<file path="src/rtl/tagfifo_pkg.sv">
package tagfifo_pkg;
  localparam int TAG_W       = 24;
  localparam int ID_W        = 7;
  localparam int ENTRY_W     = 32;
  localparam int OUT_ID_BASE = 32;

  // register addresses
  localparam logic [1:0] ADDR_STATUS = 2'd0;
  localparam logic [1:0] ADDR_REFEN  = 2'd1;
  localparam logic [1:0] ADDR_OUTEN  = 2'd2;
  localparam logic [1:0] ADDR_POP    = 2'd3;

  // strobes from control to datapath
  typedef struct packed {
    logic       push;      // write granted held tag into queue
    logic       pop;       // remove head entry
    logic       disc;      // gap marker for the pushed entry
    logic [5:0] grantIdx;  // internal channel index being granted
  } tagStrobe_t;
endpackage

</file>
<file path="src/rtl/tagfifo_dpath.sv">
module tagfifo_dpath
  import tagfifo_pkg::*;
#(
  parameter int NUM_REF = 32,
  parameter int NUM_OUT = 8,
  parameter int DEPTH   = 16
) (
  input  logic                     clk,
  input  logic                     rstN,
  input  logic [(NUM_REF+NUM_OUT)*TAG_W-1:0] chData,
  input  logic [NUM_REF+NUM_OUT-1:0] holdLoad,
  input  tagStrobe_t               strobe,
  output logic                     fifoEmpty,
  output logic                     fifoFull,
  output logic [ENTRY_W-1:0]       fifoHead
);
  localparam int NCH  = NUM_REF + NUM_OUT;
  localparam int CW   = (NCH > 1) ? $clog2(NCH) : 1;
  localparam int PW   = (DEPTH > 1) ? $clog2(DEPTH) : 1;
  localparam int CNTW = $clog2(DEPTH + 1);

  logic [TAG_W-1:0]   holdData [NCH];
  logic [ENTRY_W-1:0] mem [DEPTH];
  logic [PW-1:0]      wrPtr, rdPtr;
  logic [CNTW-1:0]    count;
  logic [ID_W-1:0]    pushId;
  logic [TAG_W-1:0]   pushTag;
  logic [CW-1:0]      selIdx;

  // per-channel holding slots
  for (genvar ch = 0; ch < NCH; ch++) begin : gHold
    always_ff @(posedge clk) begin
      if (holdLoad[ch]) holdData[ch] <= chData[ch*TAG_W +: TAG_W];
    end
  end

  assign selIdx  = strobe.grantIdx[CW-1:0];
  assign pushTag = holdData[selIdx];

  always_comb begin
    if (int'(selIdx) < NUM_REF) pushId = ID_W'(selIdx);
    else                        pushId = ID_W'(OUT_ID_BASE + int'(selIdx) - NUM_REF);
  end

  always_ff @(posedge clk) begin
    if (strobe.push) mem[wrPtr] <= {strobe.disc, pushId, pushTag};
  end

  always_ff @(posedge clk) begin
    if (!rstN) begin
      wrPtr <= '0;
      rdPtr <= '0;
      count <= '0;
    end else begin
      if (strobe.push)
        wrPtr <= (wrPtr == PW'(DEPTH - 1)) ? '0 : wrPtr + 1'b1;
      if (strobe.pop)
        rdPtr <= (rdPtr == PW'(DEPTH - 1)) ? '0 : rdPtr + 1'b1;
      if (strobe.push && !strobe.pop)      count <= count + 1'b1;
      else if (strobe.pop && !strobe.push) count <= count - 1'b1;
    end
  end

  assign fifoEmpty = (count == '0);
  assign fifoFull  = (count == CNTW'(DEPTH));
  assign fifoHead  = mem[rdPtr];

  AST_NO_OVERFLOW: assert property (@(posedge clk) disable iff (!rstN)
    count <= CNTW'(DEPTH));
  AST_PUSH_GROWS: assert property (@(posedge clk) disable iff (!rstN)
    strobe.push && !strobe.pop |=> count == $past(count) + 1'b1);
  AST_POP_SHRINKS: assert property (@(posedge clk) disable iff (!rstN)
    strobe.pop && !strobe.push |=> count == $past(count) - 1'b1);
  AST_FULL_HOLDS: assert property (@(posedge clk) disable iff (!rstN)
    fifoFull && !strobe.pop |=> fifoFull);
endmodule

</file>
<file path="src/rtl/tagfifo_ctrl.sv">
module tagfifo_ctrl
  import tagfifo_pkg::*;
#(
  parameter int NUM_REF = 32,
  parameter int NUM_OUT = 8,
  parameter int DEPTH   = 16
) (
  input  logic                       clk,
  input  logic                       rstN,
  input  logic [NUM_REF+NUM_OUT-1:0] chValid,
  input  logic [1:0]                 busAddr,
  input  logic                       busWrEn,
  input  logic                       busRdEn,
  input  logic [31:0]                busWrData,
  output logic [31:0]                busRdData,
  input  logic                       fifoEmpty,
  input  logic                       fifoFull,
  input  logic [ENTRY_W-1:0]         fifoHead,
  output logic [NUM_REF+NUM_OUT-1:0] holdLoad,
  output tagStrobe_t                 strobe
);
  localparam int NCH = NUM_REF + NUM_OUT;
  localparam int CW  = (NCH > 1) ? $clog2(NCH) : 1;

  logic [NUM_REF-1:0] refEn;
  logic [NUM_OUT-1:0] outEn;
  logic [NCH-1:0]     pending, arriving, grantVec;
  logic [CW-1:0]      grantIdx;
  logic               anyGrant, overflowDrop, fullDrop, dropNow, discFlag;
  logic               pushNow, popNow;

  assign arriving = chValid & {outEn, refEn};

  // fixed priority: lowest index wins
  always_comb begin
    anyGrant = 1'b0;
    grantIdx = '0;
    grantVec = '0;
    for (int i = NCH - 1; i >= 0; i--) begin
      if (pending[i]) begin
        anyGrant = 1'b1;
        grantIdx = CW'(i);
      end
    end
    if (anyGrant) grantVec[grantIdx] = 1'b1;
  end

  assign holdLoad     = arriving & (~pending | grantVec);
  assign overflowDrop = |(arriving & pending & ~grantVec);
  assign pushNow      = anyGrant && !fifoFull;
  assign fullDrop     = anyGrant && fifoFull;
  assign dropNow      = overflowDrop || fullDrop;
  assign popNow       = busRdEn && (busAddr == ADDR_POP) && !fifoEmpty;

  assign strobe.push     = pushNow;
  assign strobe.pop      = popNow;
  assign strobe.disc     = discFlag;
  assign strobe.grantIdx = 6'(grantIdx);

  always_ff @(posedge clk) begin
    if (!rstN) begin
      pending  <= '0;
      discFlag <= 1'b0;
    end else begin
      pending  <= (pending & ~grantVec) | holdLoad;
      discFlag <= dropNow || (discFlag && !pushNow);
    end
  end

  always_ff @(posedge clk) begin
    if (!rstN) begin
      refEn     <= '0;
      outEn     <= '0;
      busRdData <= '0;
    end else begin
      if (busWrEn) begin
        if (busAddr == ADDR_REFEN) refEn <= busWrData[NUM_REF-1:0];
        if (busAddr == ADDR_OUTEN) outEn <= busWrData[NUM_OUT-1:0];
      end
      if (busRdEn) begin
        case (busAddr)
          ADDR_STATUS: busRdData <= {12'd0, 4'(NUM_OUT), 2'd0, 6'(NUM_REF), 6'd0, fifoFull, fifoEmpty};
          ADDR_REFEN:  busRdData <= 32'(refEn);
          ADDR_OUTEN:  busRdData <= 32'(outEn);
          default:     busRdData <= fifoEmpty ? 32'd0 : 32'(fifoHead);
        endcase
      end
    end
  end

  AST_DROP_SETS_DISC: assert property (@(posedge clk) disable iff (!rstN)
    dropNow |=> discFlag);
  AST_DISC_CLEARS: assert property (@(posedge clk) disable iff (!rstN)
    pushNow && !dropNow |=> !discFlag);
  AST_EMPTY_READ_ZERO: assert property (@(posedge clk) disable iff (!rstN)
    busRdEn && busAddr == ADDR_POP && fifoEmpty |=> busRdData == 32'd0);
  AST_NO_PUSH_WHEN_FULL: assert property (@(posedge clk) disable iff (!rstN)
    fifoFull |-> !strobe.push);
endmodule

</file>
<file path="src/rtl/tag_collect_fifo.sv">
module tag_collect_fifo
  import tagfifo_pkg::*;
#(
  parameter int NUM_REF = 32,
  parameter int NUM_OUT = 8,
  parameter int DEPTH   = 16
) (
  input  logic                       clk,
  input  logic                       rstN,
  input  logic [NUM_REF-1:0]         refTagValid,
  input  logic [NUM_REF*TAG_W-1:0]   refTagData,
  input  logic [NUM_OUT-1:0]         outTagValid,
  input  logic [NUM_OUT*TAG_W-1:0]   outTagData,
  input  logic [1:0]                 busAddr,
  input  logic                       busWrEn,
  input  logic                       busRdEn,
  input  logic [31:0]                busWrData,
  output logic [31:0]                busRdData,
  output logic                       fifoFull,
  output logic                       irq
);
  localparam int NCH = NUM_REF + NUM_OUT;

  logic [NCH-1:0]       holdLoad;
  logic                 fifoEmpty;
  logic [ENTRY_W-1:0]   fifoHead;
  tagStrobe_t           strobe;

  tagfifo_ctrl #(.NUM_REF(NUM_REF), .NUM_OUT(NUM_OUT), .DEPTH(DEPTH)) uCtrl (
    .clk(clk), .rstN(rstN),
    .chValid({outTagValid, refTagValid}),
    .busAddr(busAddr), .busWrEn(busWrEn), .busRdEn(busRdEn),
    .busWrData(busWrData), .busRdData(busRdData),
    .fifoEmpty(fifoEmpty), .fifoFull(fifoFull), .fifoHead(fifoHead),
    .holdLoad(holdLoad), .strobe(strobe)
  );

  tagfifo_dpath #(.NUM_REF(NUM_REF), .NUM_OUT(NUM_OUT), .DEPTH(DEPTH)) uDpath (
    .clk(clk), .rstN(rstN),
    .chData({outTagData, refTagData}),
    .holdLoad(holdLoad), .strobe(strobe),
    .fifoEmpty(fifoEmpty), .fifoFull(fifoFull), .fifoHead(fifoHead)
  );

  assign irq = !fifoEmpty;
endmodule

</file>
<file path="config.mk">
export PLATFORM = sky130hd
export DESIGN_NAME = tag_collect_fifo
export DESIGN_NICKNAME = d
export VERILOG_FILES = /design/src/rtl/tagfifo_pkg.sv /design/src/rtl/tagfifo_dpath.sv /design/src/rtl/tagfifo_ctrl.sv /design/src/rtl/tag_collect_fifo.sv
export SDC_FILE = /design/constraint.sdc
export NUM_CORES = 2
export LEC_CHECK = 0
export BUFFER_PORTS_ARGS = -buffer_cell sky130_fd_sc_hd__clkbuf_2
export CAP_MARGIN = 0
export CORE_AREA = 2 2 415 417
export CTS_CLUSTER_DIAMETER = 200
export CTS_CLUSTER_SIZE = 40
export DETAILED_ROUTE_END_ITERATION = 6
export DIE_AREA = 0 0 417 419
export GPL_TIMING_DRIVEN = 1
export SKIP_CTS_REPAIR_TIMING = 1
export SYNTH_ARGS = -nofsm -noshare
export SYNTH_HDL_FRONTEND = slang
export SYNTH_SLANG_ARGS = --single-unit
</file>
<file path="constraint.sdc">
create_clock -name clk -period 6.35 [get_ports clk]
set_input_delay 0.9525 -clock clk [delete_from_list [all_inputs] [get_ports clk]]
set_output_delay 0.9525 -clock clk [all_outputs]
set_load 0.1 [all_outputs]
</file>
==> impl_metrics.yaml <==
yosys:
  ys_seq_area_frac: 0.754
  ys_ff_latch: 1586
  synth-edff-count: 1456
  synth_area_leader_cell: "edfxtp_1"
  synthesis.area_um2: 61500
  ys_warn_count: 0
  avgSynthCellArea_um2: 16.4
  synth.top_cell.area_share: 0.711
  ys_top_cells_by_area: "edfxtp_1, mux4_2, dfxtp_1"
  synthArstFlopShare: 0
  synth_cells: 3745
  synth_cell_types: 84
  synth-main-ff-cell: "edfxtp_1"
  yosysMostFrequentCell: "edfxtp_1"
  synth_fp_nets: 4793
  yosys-top-cells-count: "edfxtp_1, nand2_1, a21oi_1"
finish:
  num-nets-final: 5835
  seq_area_um2: 46300
  fill_cells: 15343
  area_growth_pct: 17.3
  multiInputGateArea_um2: 14700
  post-route-util: 0.423
  drive_above_1_share: 0.325
floorplanning:
  initial_core_util: 0.360
  core_um2: 171000
  die_area_um2: 175000
  dieWidth_um: 417
  fp.dieH_um: 419
  pin_count: 1072
  num_rows: 152
setup_path:
  cp_data_arrival_time_ns: 6.36
  rr_endpoint: "uDpath.mem[1][9]$_DFFE_PP_"
  r2r_start: "uCtrl.pending[2]$_SDFF_PN0_"
  cp_max_fo: 51
  critical-path-max-stage-delay_ns: 0.91
  r2r_cells: 13
  critPathSlowestCell: "nand4_1"
  cp-end-kind: "flop"
  critical-path-top-delay-family: "simple AND/OR/NAND/NOR gates"
  worstPathCellList: "buf_4, nor4_1, a21boi_4, nand2_8, inv_4, nor4_4, and2_4, buf_4, buf_4, a222oi_1, nand2_1, o21ai_0, nand4_1"
  cp.required_ns: 6.51
  cp-start-kind: "flop"
  path_class: "reg -> reg"
  cp_common_cell: "buf_4"
  path_buf_inv: 4
  rrSetupSlack_ns: 0.15
sta:
  worst_pin_slew_ns: 1.31
  fin_crit_sh: 0.976
  slew_viol_final: 0
  hold_viol_final: 0
  relSlewSlack: 0.124
  skew_ns: 0.0952
  finalSetupTns_ns: 0
  period_needed_ns: 6.20
  fmax_mhz: 161
  rsz0062_at_grt: "no"
  hold_ws_ns: 0.331
  setup_viol: 0
cts:
  cts_tree: "built"
  clock-sinks: 1586
  clkTransAtPathRegs_ns: 0.19
  cts_buffers: 45
  clock_path_buffers: 3
  clk_latency_ns: 0.78
  htreeDepth: 2
  clockRootBuffer: "clkbuf_16"
detailed_routing:
  finalWirelength_um: 304000
  drc_errors: 116
  viasPerCell: 6.21
  vias: 44064
  dr.first_iter.drc_count: 7690
  drtAntennaViolNets: 0
  drtPass1Iterations: 7
  wl_per_cell_um: 42.8
placement:
  gp_congestion: 1.02
  io_buffers: 1071
  hpwl_um: 226000
global_routing:
  grt_pass1_vias: 41192
  grt_max_degree: 90
  grt_pass1_wl_um: 389000
  track_usage: 0.338
  antenna_found_initial: 79
  grt_overflow: 0
outcome:
  status: "finished with violations"
  violations: "design-rule violations"
power_and_ir_drop:
  power.density_nw_per_um2: 326
  peakVddDrop_mv: 0.236
  p_leak_nw: 24.8
min_path:
  hp-class: "in -> reg"
  holdPathStages: 1
  hold_path_startpoint: "outTagData[124]"
  hold_end: "uDpath.holdData[37][4]$_DFFE_PP_"
flow_run:
  maxCapViolations: 0
-- power by group --
group          switching, mW  total (mW)  internal [mW]
clock                   3.11        4.53           1.42
sequential             0.179        12.7           12.5
combinational           4.60        6.34           1.74
total                   7.89        23.5           15.6
-- worst reg2reg max path, delay by kind of cell, from the launching register on --
family | cells | cell delay (ns)
buf+inv | 4 | 1.16
simple gates | 6 | 2.49
flops | 1 | 0.35
compound gates | 3 | 1.59
-- stage by stage --
step	std cells	instance area, um2	power (mW)	worst slack, ns
2_1_floorplan	3745	61500	15.9	1.97
3_3_place_gp	6973	70700	19.0	0.598
3_5_place_dp	6973	70700	19.1	0.431
4_1_cts	7049	72000	23.4	0.363
5_1_grt	7088	72100	24.0	0.0241
6_report	7096	72100	23.5	0.155
-- placed cells by master (no fill, tap or decap), types with 29 or more instances in the layout --
cell and n:
a21boi_0 85, a21oi_1 127, a221oi_1 59, a222oi_1 54, a22oi_1 84, and3_1 45, buf_4 134, clkbuf_16 47
clkbuf_2 1070, dfxtp_1 126, diode_2 47, edfxtp_1 1456, mux2_2 55, mux2i_1 75, mux4_2 124, nand2_1 395
nand3_1 109, nand4_1 33, nor2_1 44, nor2b_1 55, nor2b_4 29, o21ai_0 113, o22ai_1 33
-- cells by family (layout without fill, tap and decap cells) --
logic type	Yosys count	count (layout)	synth area share
AND/OR/NAND/NOR	823	823	0.0636
flip-flops	1586	1586	0.754
adder cells (fa/ha/maj)	10	10	0.00216
AO/OA/AOI/OAI	814	814	0.0949
multiplexers	254	254	0.0677
XOR/XNOR	8	8	0.00114
other	0	47	0
buffers and inverters	250	1321	0.0169
-- worst max path at each step --
stage	slack, ns	cells past startpoint	startpoint	to
3_3_place_gp	0.60	13	uCtrl.pending[2]$_SDFF_PN0_	uDpath.mem[12][9]$_DFFE_PP_
5_1_grt	0.02	13	uCtrl.pending[2]$_SDFF_PN0_	uDpath.mem[5][9]$_DFFE_PP_
3_5_place_dp	0.43	13	uCtrl.pending[2]$_SDFF_PN0_	uDpath.mem[14][9]$_DFFE_PP_
2_1_floorplan	1.97	13	uCtrl.pending[23]$_SDFF_PN0_	uDpath.holdData[27][0]$_DFFE_PP_
4_1_cts	0.36	13	uCtrl.pending[2]$_SDFF_PN0_	uDpath.mem[5][9]$_DFFE_PP_
6_report	0.15	13	uCtrl.pending[2]$_SDFF_PN0_	uDpath.mem[1][9]$_DFFE_PP_
-- sequential cells by signal (all words and copies together) (netlist names), named ones only --
register and cells:
uCtrl.busRdData 32, uCtrl.discFlag 1, uCtrl.outEn 8, uCtrl.pending 40
uCtrl.refEn 32, uDpath.count 5, uDpath.holdData 960, uDpath.mem 496
uDpath.rdPtr 4, uDpath.wrPtr 4
-- layout make-up --
cell class                 count  share of cell area
timing repair buffer        1225              0.0939
tap                         2233              0.0388
sequential                  1586               0.643
inverter                      20             0.00115
clock buffer                  74              0.0177
multi-input combinational   1909               0.204
clock inverter                 2            0.000347
antenna                       47             0.00163
-- per-layer routing --
| layer | vias up | part of all wire | GRT usage | wire length (um) |
|---|---|---|---|---|
| met5 | - | 0.00081 | 0 | 245 |
| met4 | 38 | 0.069 | 0.197 | 21000 |
| met3 | 662 | 0.11 | 0.0768 | 33500 |
| met2 | 3610 | 0.46 | 0.534 | 140000 |
| met1 | 22732 | 0.36 | 0.428 | 108000 |
| li1 | 17022 | - | - | - |
(Power assumes the default switching activity.)
